**config.mk**
```make
export PLATFORM = sky130hd
export DESIGN_NAME = psram_word_writer
export DESIGN_NICKNAME = d
export VERILOG_FILES = /design/src/rtl/psram_wr_pkg.sv /design/src/rtl/psram_wr_seq.sv /design/src/rtl/psram_wr_addr.sv /design/src/rtl/psram_wr_bus.sv /design/src/rtl/psram_word_writer.sv
export SDC_FILE = /design/constraint.sdc
export NUM_CORES = 1
export LEC_CHECK = 0
export BUFFER_PORTS_ARGS = -buffer_cell sky130_fd_sc_hd__buf_4
export CORE_ASPECT_RATIO = 2
export CORE_UTILIZATION = 40
export DETAILED_ROUTE_END_ITERATION = 7
export PLACE_DENSITY = 0.65
export SETUP_SLACK_MARGIN = 0.2
export SYNTH_ARGS = -nofsm -noshare
export SYNTH_HDL_FRONTEND = slang
export SYNTH_SLANG_ARGS = --single-unit
```
**constraint.sdc**
```tcl
create_clock -name clk -period 6.4 [get_ports clk]
set_input_delay 0.64 -clock clk [delete_from_list [all_inputs] [get_ports clk]]
set_output_delay 0.64 -clock clk [all_outputs]
set_load 0.02 [all_outputs]
```
**src/rtl/psram_wr_pkg.sv**
```systemverilog
// Package: shared state encoding and timing helper for the PSRAM word writer.
// Assumes all time values are whole nanoseconds and the clock period is non-zero.
package psram_wr_pkg;

    // Phases of one single-word write cycle.
    typedef enum logic [1:0] {
        ST_IDLE  = 2'd0,
        ST_WRITE = 2'd1,
        ST_GAP   = 2'd2
    } wr_state_e;

    // Convert a duration in ns into clock cycles, rounding up, never below one.
    function automatic int unsigned ns_to_cycles(input int unsigned dur_ns,
                                                 input int unsigned clk_ns);
        int unsigned cyc;
        cyc = (dur_ns + clk_ns - 1) / clk_ns;
        return (cyc == 0) ? 1 : cyc;
    endfunction

endpackage

```
**src/rtl/psram_wr_seq.sv**
```systemverilog
// Module: psram_wr_seq
// Sequences one write cycle at a time: a strobe-low phase of WE_CYC cycles
// followed by a strobe-high gap of GAP_CYC cycles. A new word is launched
// from idle, or on the last gap cycle, whenever the FIFO offers one.
// Assumes WE_CYC >= 1 and GAP_CYC >= 1 and a show-ahead FIFO.
module psram_wr_seq
    import psram_wr_pkg::*;
#(
    parameter int unsigned WE_CYC  = 8,
    parameter int unsigned GAP_CYC = 2
) (
    input  logic clk,
    input  logic rst_n,
    input  logic fifo_empty,
    output logic launch,
    output logic wr_end,
    output logic seq_idle
);

    localparam int unsigned MAX_CYC = (WE_CYC > GAP_CYC) ? WE_CYC : GAP_CYC;
    localparam int unsigned TMR_W   = (MAX_CYC > 1) ? $clog2(MAX_CYC) : 1;
    localparam logic [TMR_W-1:0] WE_LOAD  = TMR_W'(WE_CYC - 1);
    localparam logic [TMR_W-1:0] GAP_LOAD = TMR_W'(GAP_CYC - 1);

    wr_state_e        state_q, state_d;
    logic [TMR_W-1:0] tmr_q, tmr_d;
    logic             tmr_zero;
    logic             gap_end;

    assign tmr_zero = (tmr_q == '0);
    assign gap_end  = (state_q == ST_GAP) && tmr_zero;
    assign wr_end   = (state_q == ST_WRITE) && tmr_zero;
    assign seq_idle = (state_q == ST_IDLE);
    // Launch only out of reset, with a word present, and no cycle still running.
    assign launch   = rst_n && !fifo_empty && ((state_q == ST_IDLE) || gap_end);

    // Next-state and phase timer for the write cycle.
    always_comb begin
        state_d = state_q;
        tmr_d   = tmr_q;
        case (state_q)
            ST_IDLE: begin
                if (launch) begin
                    state_d = ST_WRITE;
                    tmr_d   = WE_LOAD;
                end
            end
            ST_WRITE: begin
                if (tmr_zero) begin
                    state_d = ST_GAP;
                    tmr_d   = GAP_LOAD;
                end else begin
                    tmr_d = tmr_q - 1'b1;
                end
            end
            ST_GAP: begin
                if (launch) begin
                    state_d = ST_WRITE;
                    tmr_d   = WE_LOAD;
                end else if (tmr_zero) begin
                    state_d = ST_IDLE;
                end else begin
                    tmr_d = tmr_q - 1'b1;
                end
            end
            default: begin
                state_d = ST_IDLE;
                tmr_d   = '0;
            end
        endcase
    end

    // State and timer registers.
    always_ff @(posedge clk) begin
        if (!rst_n) begin
            state_q <= ST_IDLE;
            tmr_q   <= '0;
        end else begin
            state_q <= state_d;
            tmr_q   <= tmr_d;
        end
    end

endmodule

```
**src/rtl/psram_wr_addr.sv**
```systemverilog
// Module: psram_wr_addr
// Linear word-address counter. Supplies the address for the word being
// launched and advances by one per launch. A start pulse rewinds it to zero
// and takes priority, so a word launched in the same cycle uses address zero.
// Assumes start is a single-cycle pulse; wraps modulo 2^ADDR_W.
module psram_wr_addr #(
    parameter int unsigned ADDR_W = 20
) (
    input  logic              clk,
    input  logic              rst_n,
    input  logic              start,
    input  logic              launch,
    output logic [ADDR_W-1:0] word_addr
);

    logic [ADDR_W-1:0] cnt_q;

    assign word_addr = start ? '0 : cnt_q;

    // Rewind on start, post-increment on every launched word.
    always_ff @(posedge clk) begin
        if (!rst_n) begin
            cnt_q <= '0;
        end else if (start || launch) begin
            cnt_q <= word_addr + ADDR_W'(launch);
        end
    end

endmodule

```
**src/rtl/psram_wr_bus.sv**
```systemverilog
// Module: psram_wr_bus
// Output register stage for the memory pins. Chip select, write enable,
// address and data all load on the launch edge; the strobes release on the
// last pulse cycle while address and data stay put until the next launch.
// Assumes launch and wr_end never coincide (guaranteed by the sequencer).
module psram_wr_bus #(
    parameter int unsigned ADDR_W = 20,
    parameter int unsigned DATA_W = 16
) (
    input  logic              clk,
    input  logic              rst_n,
    input  logic              launch,
    input  logic              wr_end,
    input  logic [ADDR_W-1:0] addr_in,
    input  logic [DATA_W-1:0] data_in,
    output logic              cs_n,
    output logic              we_n,
    output logic [ADDR_W-1:0] addr,
    output logic [DATA_W-1:0] data
);

    // Strobe registers: drop together at launch, rise together at pulse end.
    always_ff @(posedge clk) begin
        if (!rst_n) begin
            cs_n <= 1'b1;
            we_n <= 1'b1;
        end else if (launch) begin
            cs_n <= 1'b0;
            we_n <= 1'b0;
        end else if (wr_end) begin
            cs_n <= 1'b1;
            we_n <= 1'b1;
        end
    end

    // Address and data registers: captured only when a word is launched.
    always_ff @(posedge clk) begin
        if (!rst_n) begin
            addr <= '0;
            data <= '0;
        end else if (launch) begin
            addr <= addr_in;
            data <= data_in;
        end
    end

endmodule

```
**src/rtl/psram_word_writer.sv**
```systemverilog
// Module: psram_word_writer (top)
// Drains a show-ahead line FIFO into an asynchronous PSRAM using one
// independent, fixed-length write cycle per 16-bit word: strobes low for
// WE_LOW_NS, then high for CS_GAP_NS before the next word. Times are turned
// into clock cycles with round-up. Addresses run linearly from zero after
// reset or a start pulse.
// Assumes the FIFO presents its head word whenever fifo_empty is low.
module psram_word_writer
    import psram_wr_pkg::*;
#(
    parameter int unsigned CLK_NS    = 10,
    parameter int unsigned WE_LOW_NS = 80,
    parameter int unsigned CS_GAP_NS = 20,
    parameter int unsigned ADDR_W    = 20,
    parameter int unsigned DATA_W    = 16
) (
    input  logic              clk,
    input  logic              rst_n,
    input  logic              start,
    input  logic              fifo_empty,
    input  logic [DATA_W-1:0] fifo_data,
    output logic              fifo_rd,
    output logic              mem_cs_n,
    output logic              mem_we_n,
    output logic [ADDR_W-1:0] mem_addr,
    output logic [DATA_W-1:0] mem_data,
    output logic              idle
);

    localparam int unsigned WE_CYC  = ns_to_cycles(WE_LOW_NS, CLK_NS);
    localparam int unsigned GAP_CYC = ns_to_cycles(CS_GAP_NS, CLK_NS);

    logic              launch;
    logic              wr_end;
    logic              seq_idle;
    logic [ADDR_W-1:0] word_addr;

    psram_wr_seq #(
        .WE_CYC  (WE_CYC),
        .GAP_CYC (GAP_CYC)
    ) u_seq (
        .clk        (clk),
        .rst_n      (rst_n),
        .fifo_empty (fifo_empty),
        .launch     (launch),
        .wr_end     (wr_end),
        .seq_idle   (seq_idle)
    );

    psram_wr_addr #(
        .ADDR_W (ADDR_W)
    ) u_addr (
        .clk       (clk),
        .rst_n     (rst_n),
        .start     (start),
        .launch    (launch),
        .word_addr (word_addr)
    );

    psram_wr_bus #(
        .ADDR_W (ADDR_W),
        .DATA_W (DATA_W)
    ) u_bus (
        .clk     (clk),
        .rst_n   (rst_n),
        .launch  (launch),
        .wr_end  (wr_end),
        .addr_in (word_addr),
        .data_in (fifo_data),
        .cs_n    (mem_cs_n),
        .we_n    (mem_we_n),
        .addr    (mem_addr),
        .data    (mem_data)
    );

    assign fifo_rd = launch;
    assign idle    = seq_idle && fifo_empty;

endmodule

```
Word level (Yosys, flattened, before mapping)
Index checks and enable logic that the tools add are counted.
- output and inout port bits: 40
- bits in registers: 62
- mux-type cells: 13
- reductions and logical operators: 13
- add/subtract/negate cells: 2
- eq/ne operators: 6
- operators with widths (kind ; number):
    adder 20 x 1 -> 20 bit ; 1
    2-to-1 mux 20 bit ; 1
    2-to-1 mux 3 bit ; 4
    case mux 3 bit (3 select lines) ; 1
    2-to-1 mux 2 bit ; 4
    case mux 2 bit (3 select lines) ; 1
    logical AND 1 bit ; 5
    != test 2 x 1 -> 1 bit, second input constant ; 2
    zero test 3 bit ; 1
    != test 3 x 1 -> 1 bit, second input constant ; 1
    != test 3 x 2 -> 1 bit, second input constant ; 1
    AND reduction 3 bit ; 1
    subtractor 3 x 1 -> 3 bit, second input constant ; 1
    == test 2 x 1 -> 1 bit, second input constant ; 1
    == test 2 bit, second input constant ; 1
    zero test 2 bit ; 1
    logical OR 1 bit ; 2
    2-to-1 mux 1 bit ; 2
    AND reduction 2 bit ; 1
    nonzero test 2 bit ; 1
    zero test 1 bit ; 1

Logic depth before layout (Yosys ltp)
- depth in word-level cells: 6
- gate-level depth with buffers: 14
- gate-level depth less buffers: 11

Hierarchy
From an unflattened synthesis, not the netlist that was laid out.
- cells, all modules: 304
- area, all modules: 2916.5 µm²
- by module, submodules not included (module ; cells an instance ; times used ; area each (µm²)):
    psram_wr_bus ; 119 ; 1 ; 1425.1
    psram_wr_addr ; 137 ; 1 ; 1101.1
    psram_wr_seq ; 47 ; 1 ; 384.1
    psram_word_writer ; 1 ; 1 ; 6.3

Least setup slack after synthesis
OpenSTA, ideal clock, no wires.
- path kind: input port to flip-flop
- start point: in rst_n
- end point: reg u_addr.cnt_q[11]
- setup time: 0.071 ns
- setup slack: 3.341 ns
- data required time: 6.329 ns
- cell stages on the path: 12
- arrival time: 2.989 ns
- cells stage by stage: buf_2 > or3b_1 > nand2b_1 > buf_2 > inv_1 > buf_2 > ha_1 > nor2b_1 > nand3_1 > clkbuf_1 > or4_1 > a21oi_1
- word-level cells in the longest chain between the ends: 3
- elaborated cells on any way between the ends: 4
- those cells by class: add/sub: 1; reduce/logical: 3
- RTL lines (what ; RTL line ; RTL):
    from (decl) ; psram_word_writer.sv:18 ; input logic rst_n,
    logical AND 1 bit (*) (2 in series) ; psram_wr_seq.sv:35 ; assign launch = rst_n && !fifo_empty && ((state_q == ST_IDLE) || gap_end);
    via fifo_rd ; psram_word_writer.sv:22 ; output logic fifo_rd,
    adder 20 x 1 -> 20 bit / logical OR 1 bit (equally long branches) ; psram_wr_addr.sv:25, psram_wr_addr.sv:24 ;
    to (signal assigned) ; psram_wr_addr.sv:25 ; cnt_q <= word_addr + ADDR_W'(launch);
    to (decl) ; psram_wr_addr.sv:16 ; logic [ADDR_W-1:0] cnt_q;
The timed path passes the listed nets; every way through them passes the cells marked *.
A chain may end at the register's enable or synchronous reset.

Worst setup path in the final report
- start point: reg u_seq.tmr_q[0]
- end point: reg u_addr.cnt_q[15]
- word-level cells in the longest chain between the ends: 5
- elaborated cells on any way between the ends: 6
- those cells by class: add/sub: 1; reduce/logical: 5
- RTL lines (what ; RTL line ; RTL):
    from (decl) ; psram_wr_seq.sv:26 ; logic [TMR_W-1:0] tmr_q, tmr_d;
    from (signal assigned) ; psram_wr_seq.sv:80 ; tmr_q <= tmr_d;
    zero test 3 bit (*) ; psram_wr_seq.sv:30 ; assign tmr_zero = (tmr_q == '0);
    logical AND 1 bit (*) ; psram_wr_seq.sv:31 ; assign gap_end = (state_q == ST_GAP) && tmr_zero;
    logical OR 1 bit (*) ; psram_wr_seq.sv:35 ;
    logical AND 1 bit (*) ; psram_wr_seq.sv:35 ;
    adder 20 x 1 -> 20 bit / logical OR 1 bit (equally long branches) ; psram_wr_addr.sv:25, psram_wr_addr.sv:24 ;
Mark *: on every way between the ends. The rest lies on a longest branch, timed or not.

==> impl_metrics.ini <==
[global_route]
grt_pass1_wl_um = 10980
grtUsageTotal_pct = 20.63
grt_start_max_net_pins = 47
first_global_vias = 2329
grt_overflow = 0
grt_antenna_before_repair = 0

[yosys]
syn_inst = 336
ys.flop_type = dfxtp_1
seq_area_frac_synth_pct = 45.32
synth_cell_types = 41
synthTopCellsByCount = dfxtp_1, nand2_1, nand3_1
synth.top_cell.area_share_pct = 45.32
ys_warn_count = 0
yosysMostFrequentCell = dfxtp_1
synth_area_leaders = dfxtp_1, nand2_1, nand3_1, a21oi_1, o31ai_1
synth_edf_count = 0
ys_ff_latch = 62
synthArstFlopShare_pct = 0
synth_nets = 360
synth_area_per_cell_um2 = 8.151
syn_area_um2 = 2739
yosys.area.top_type = dfxtp_1

[pwr]
p_leak_nw = 1.425
power_frac_clock_pct = 52.1
cellPowerDensity_nw_per_um2 = 309.4
swShare_pct = 21.83
p_comb_share_pct = 10.2
power_frac_seq_pct = 37.7
max-vdd-ir-drop_v = 0.0002076
p_int_w = 0.0008583
p_switching_w = 0.0002396

[outcome]
status = finished clean

[routing]
drc = 0
drtIter0Drc = 139
dr.pass1.iters = 4
viasPerCell = 5.251
vias = 2489
drt_wl_total_um = 6650
routedWlPerCell_um = 14.03
ant_nets = 0

[timing]
layout_min_cycle_time_ps = 3775
rsz0062_at_grt = no
fin_skew_ps = 4.780
setup_violations = 0
tightest_slew_ps = 870.5
drv_slew = 0
fin_crit_sh_pct = 58.99
relSlewSlack_pct = 41.91
fmax_mhz = 264.9
fin_setup_tns_ps = 0
finalHoldViolCount = 0

[worst_setup_path]
crit_chain = inv_1 -> ha_1 -> ha_1 -> nand2b_1 -> nand2b_1 -> buf_4 -> inv_1 -> ha_1 -> nor2b_1 -> nand3_1 -> or4_1 -> a21oi_1
critPathBufInv = 3
cp-start-kind = register
startpoint = u_seq.tmr_q[0]
critPathCaptureType = register
ff2ff_setup_slack_ps = 2620
crit_fanout = 46
worst_ep_arrival_time_ps = 4030
path_class = register to register
crit_path_frequent_cell = ha_1
cp_slowest_cell = inv_1
slowest_delay_ps = 690
crit_family = simple AND/OR/NAND/NOR gates
cp.required_ps = 6650
crit-reg2reg-launch = u_seq.tmr_q[0]

[cells_and_area]
diodes = 0
final_util_pct = 53.59
area_growth_pct = 29.56
drive_gt1_share_pct = 20.21
nets = 406

[placement]
hpwlAfterDp_um = 4643
place.gp.congestion = 0.8637
port-buffer-count = 59

[floorplan]
coreArea_um2 = 6621
core.rowCount = 42
die_y_um = 119.0
dieArea_um2 = 7202
die_w_um = 60.51
initial_core_util_pct = 41.36
io_pins = 60

[clock_network]
clk_latency_ps = 330
root_buffer = clkbuf_16
h-tree-depth = 3
cts_setup_buffers = 0
cts_hold_buffers = 0
cts_resized = 0
cts_tree = yes
clock_sinks = 62
clockBufferDepth = 2
cts.clk_slew.worst_paths_ps = 50
cts-buffers-inserted = 9

[worst_hold_path]
hp-start = u_bus.addr[11]
worst_hold_path_type = register to register

[job]
maxCapViolations = 0
[cell type report]
cell class | count | area (µm²)
clock buffers | 12 | 266.5
clock inverters | 3 | 90.09
fillers | 680 | 3073
inverters | 8 | 30.03
multi-input cells | 241 | 1360
flip-flops and latches | 62 | 1241
well taps | 88 | 110.1
repair buffers | 60 | 450.4
[final timing paths]
check	depth (start not counted)	endpoint
worst max-delay path	12	u_addr.cnt_q[15]
worst min-delay path	2	u_bus.addr[11]
worst max register to register	12	u_addr.cnt_q[15]
worst min register to register	2	u_bus.addr[11]
[power groups by stage]
stage | clock [W] | sequential, W | combinational (W)
5_1_grt | 0.000601 | 0.000416 | 0.000124
2_1_floorplan | 0 | 0.000430 | 0.0000661
3_5_place_dp | 0 | 0.000422 | 0.000113
4_1_cts | 0.000581 | 0.000414 | 0.000113
6_report | 0.000572 | 0.000414 | 0.000112
3_3_place_gp | 0 | 0.000422 | 0.000110
[metrics by stage]
step                      instance area, µm²  hold WS [ps]  power [W]  instances  setup slack [ps]
after floorplan                         2739         451.9  0.0004960        336              3341
after global routing                    3548         468.0   0.001141        474              2208
after detailed placement                3192         447.9  0.0005349        459              2307
after global placement                  3192         443.2  0.0005318        459              2409
after CTS                               3548         455.1   0.001109        474              2599
final                                   3548         453.8   0.001098        474              2625
[cells by family (layout without fill, tap and decap cells)]
group | Yosys count | count (layout) | share of synthesized area (%)
AOI/OAI and AO/OA | 61 | 61 | 13.20
muxes | 3 | 3 | 1.096
adders and majority gates | 4 | 4 | 1.827
DFF | 62 | 62 | 45.32
buffers and inverters | 33 | 83 | 5.025
and+or+nand+nor | 169 | 169 | 32.25
xor gates and xnor gates | 4 | 4 | 1.279
[placed cells by master, fill, tap and decap left out, types with 3 or more instances in the layout]
cell type	instances
nand3b_1	9
nor2_1	14
nand3_1	33
mux2i_1	3
o31ai_1	12
bufinv_16	3
buf_4	60
ha_1	4
nand4_1	5
a21oi_1	26
clkbuf_8	3
nor2b_1	11
dfxtp_1	62
clkbuf_16	9
nand2_1	57
nor4_1	3
inv_1	7
or4_1	12
nand2b_1	11
o21ai_0	15
[registers in the layout, summed over array words and instances (netlist names)]
| register | count |
|---|---|
| u_seq.tmr_q | 3 |
| u_bus.addr | 20 |
| u_bus.data | 16 |
| u_addr.cnt_q | 20 |
| u_seq.state_q | 2 |
| u_bus.cs_n | 1 |
[tightest hold or removal path, stage by stage, from the launching register on]
cell and delay, ps:
dfxtp_1 310, nand2_1 50, a21oi_1 50
[metal layers]
layer  wire, µm  track usage [%]
met1       2549            22.62
met2       3657            34.34
met3        223            5.755
met4        219            11.08
met5          0                0
Note: power is estimated with default switching activity, not from simulation.
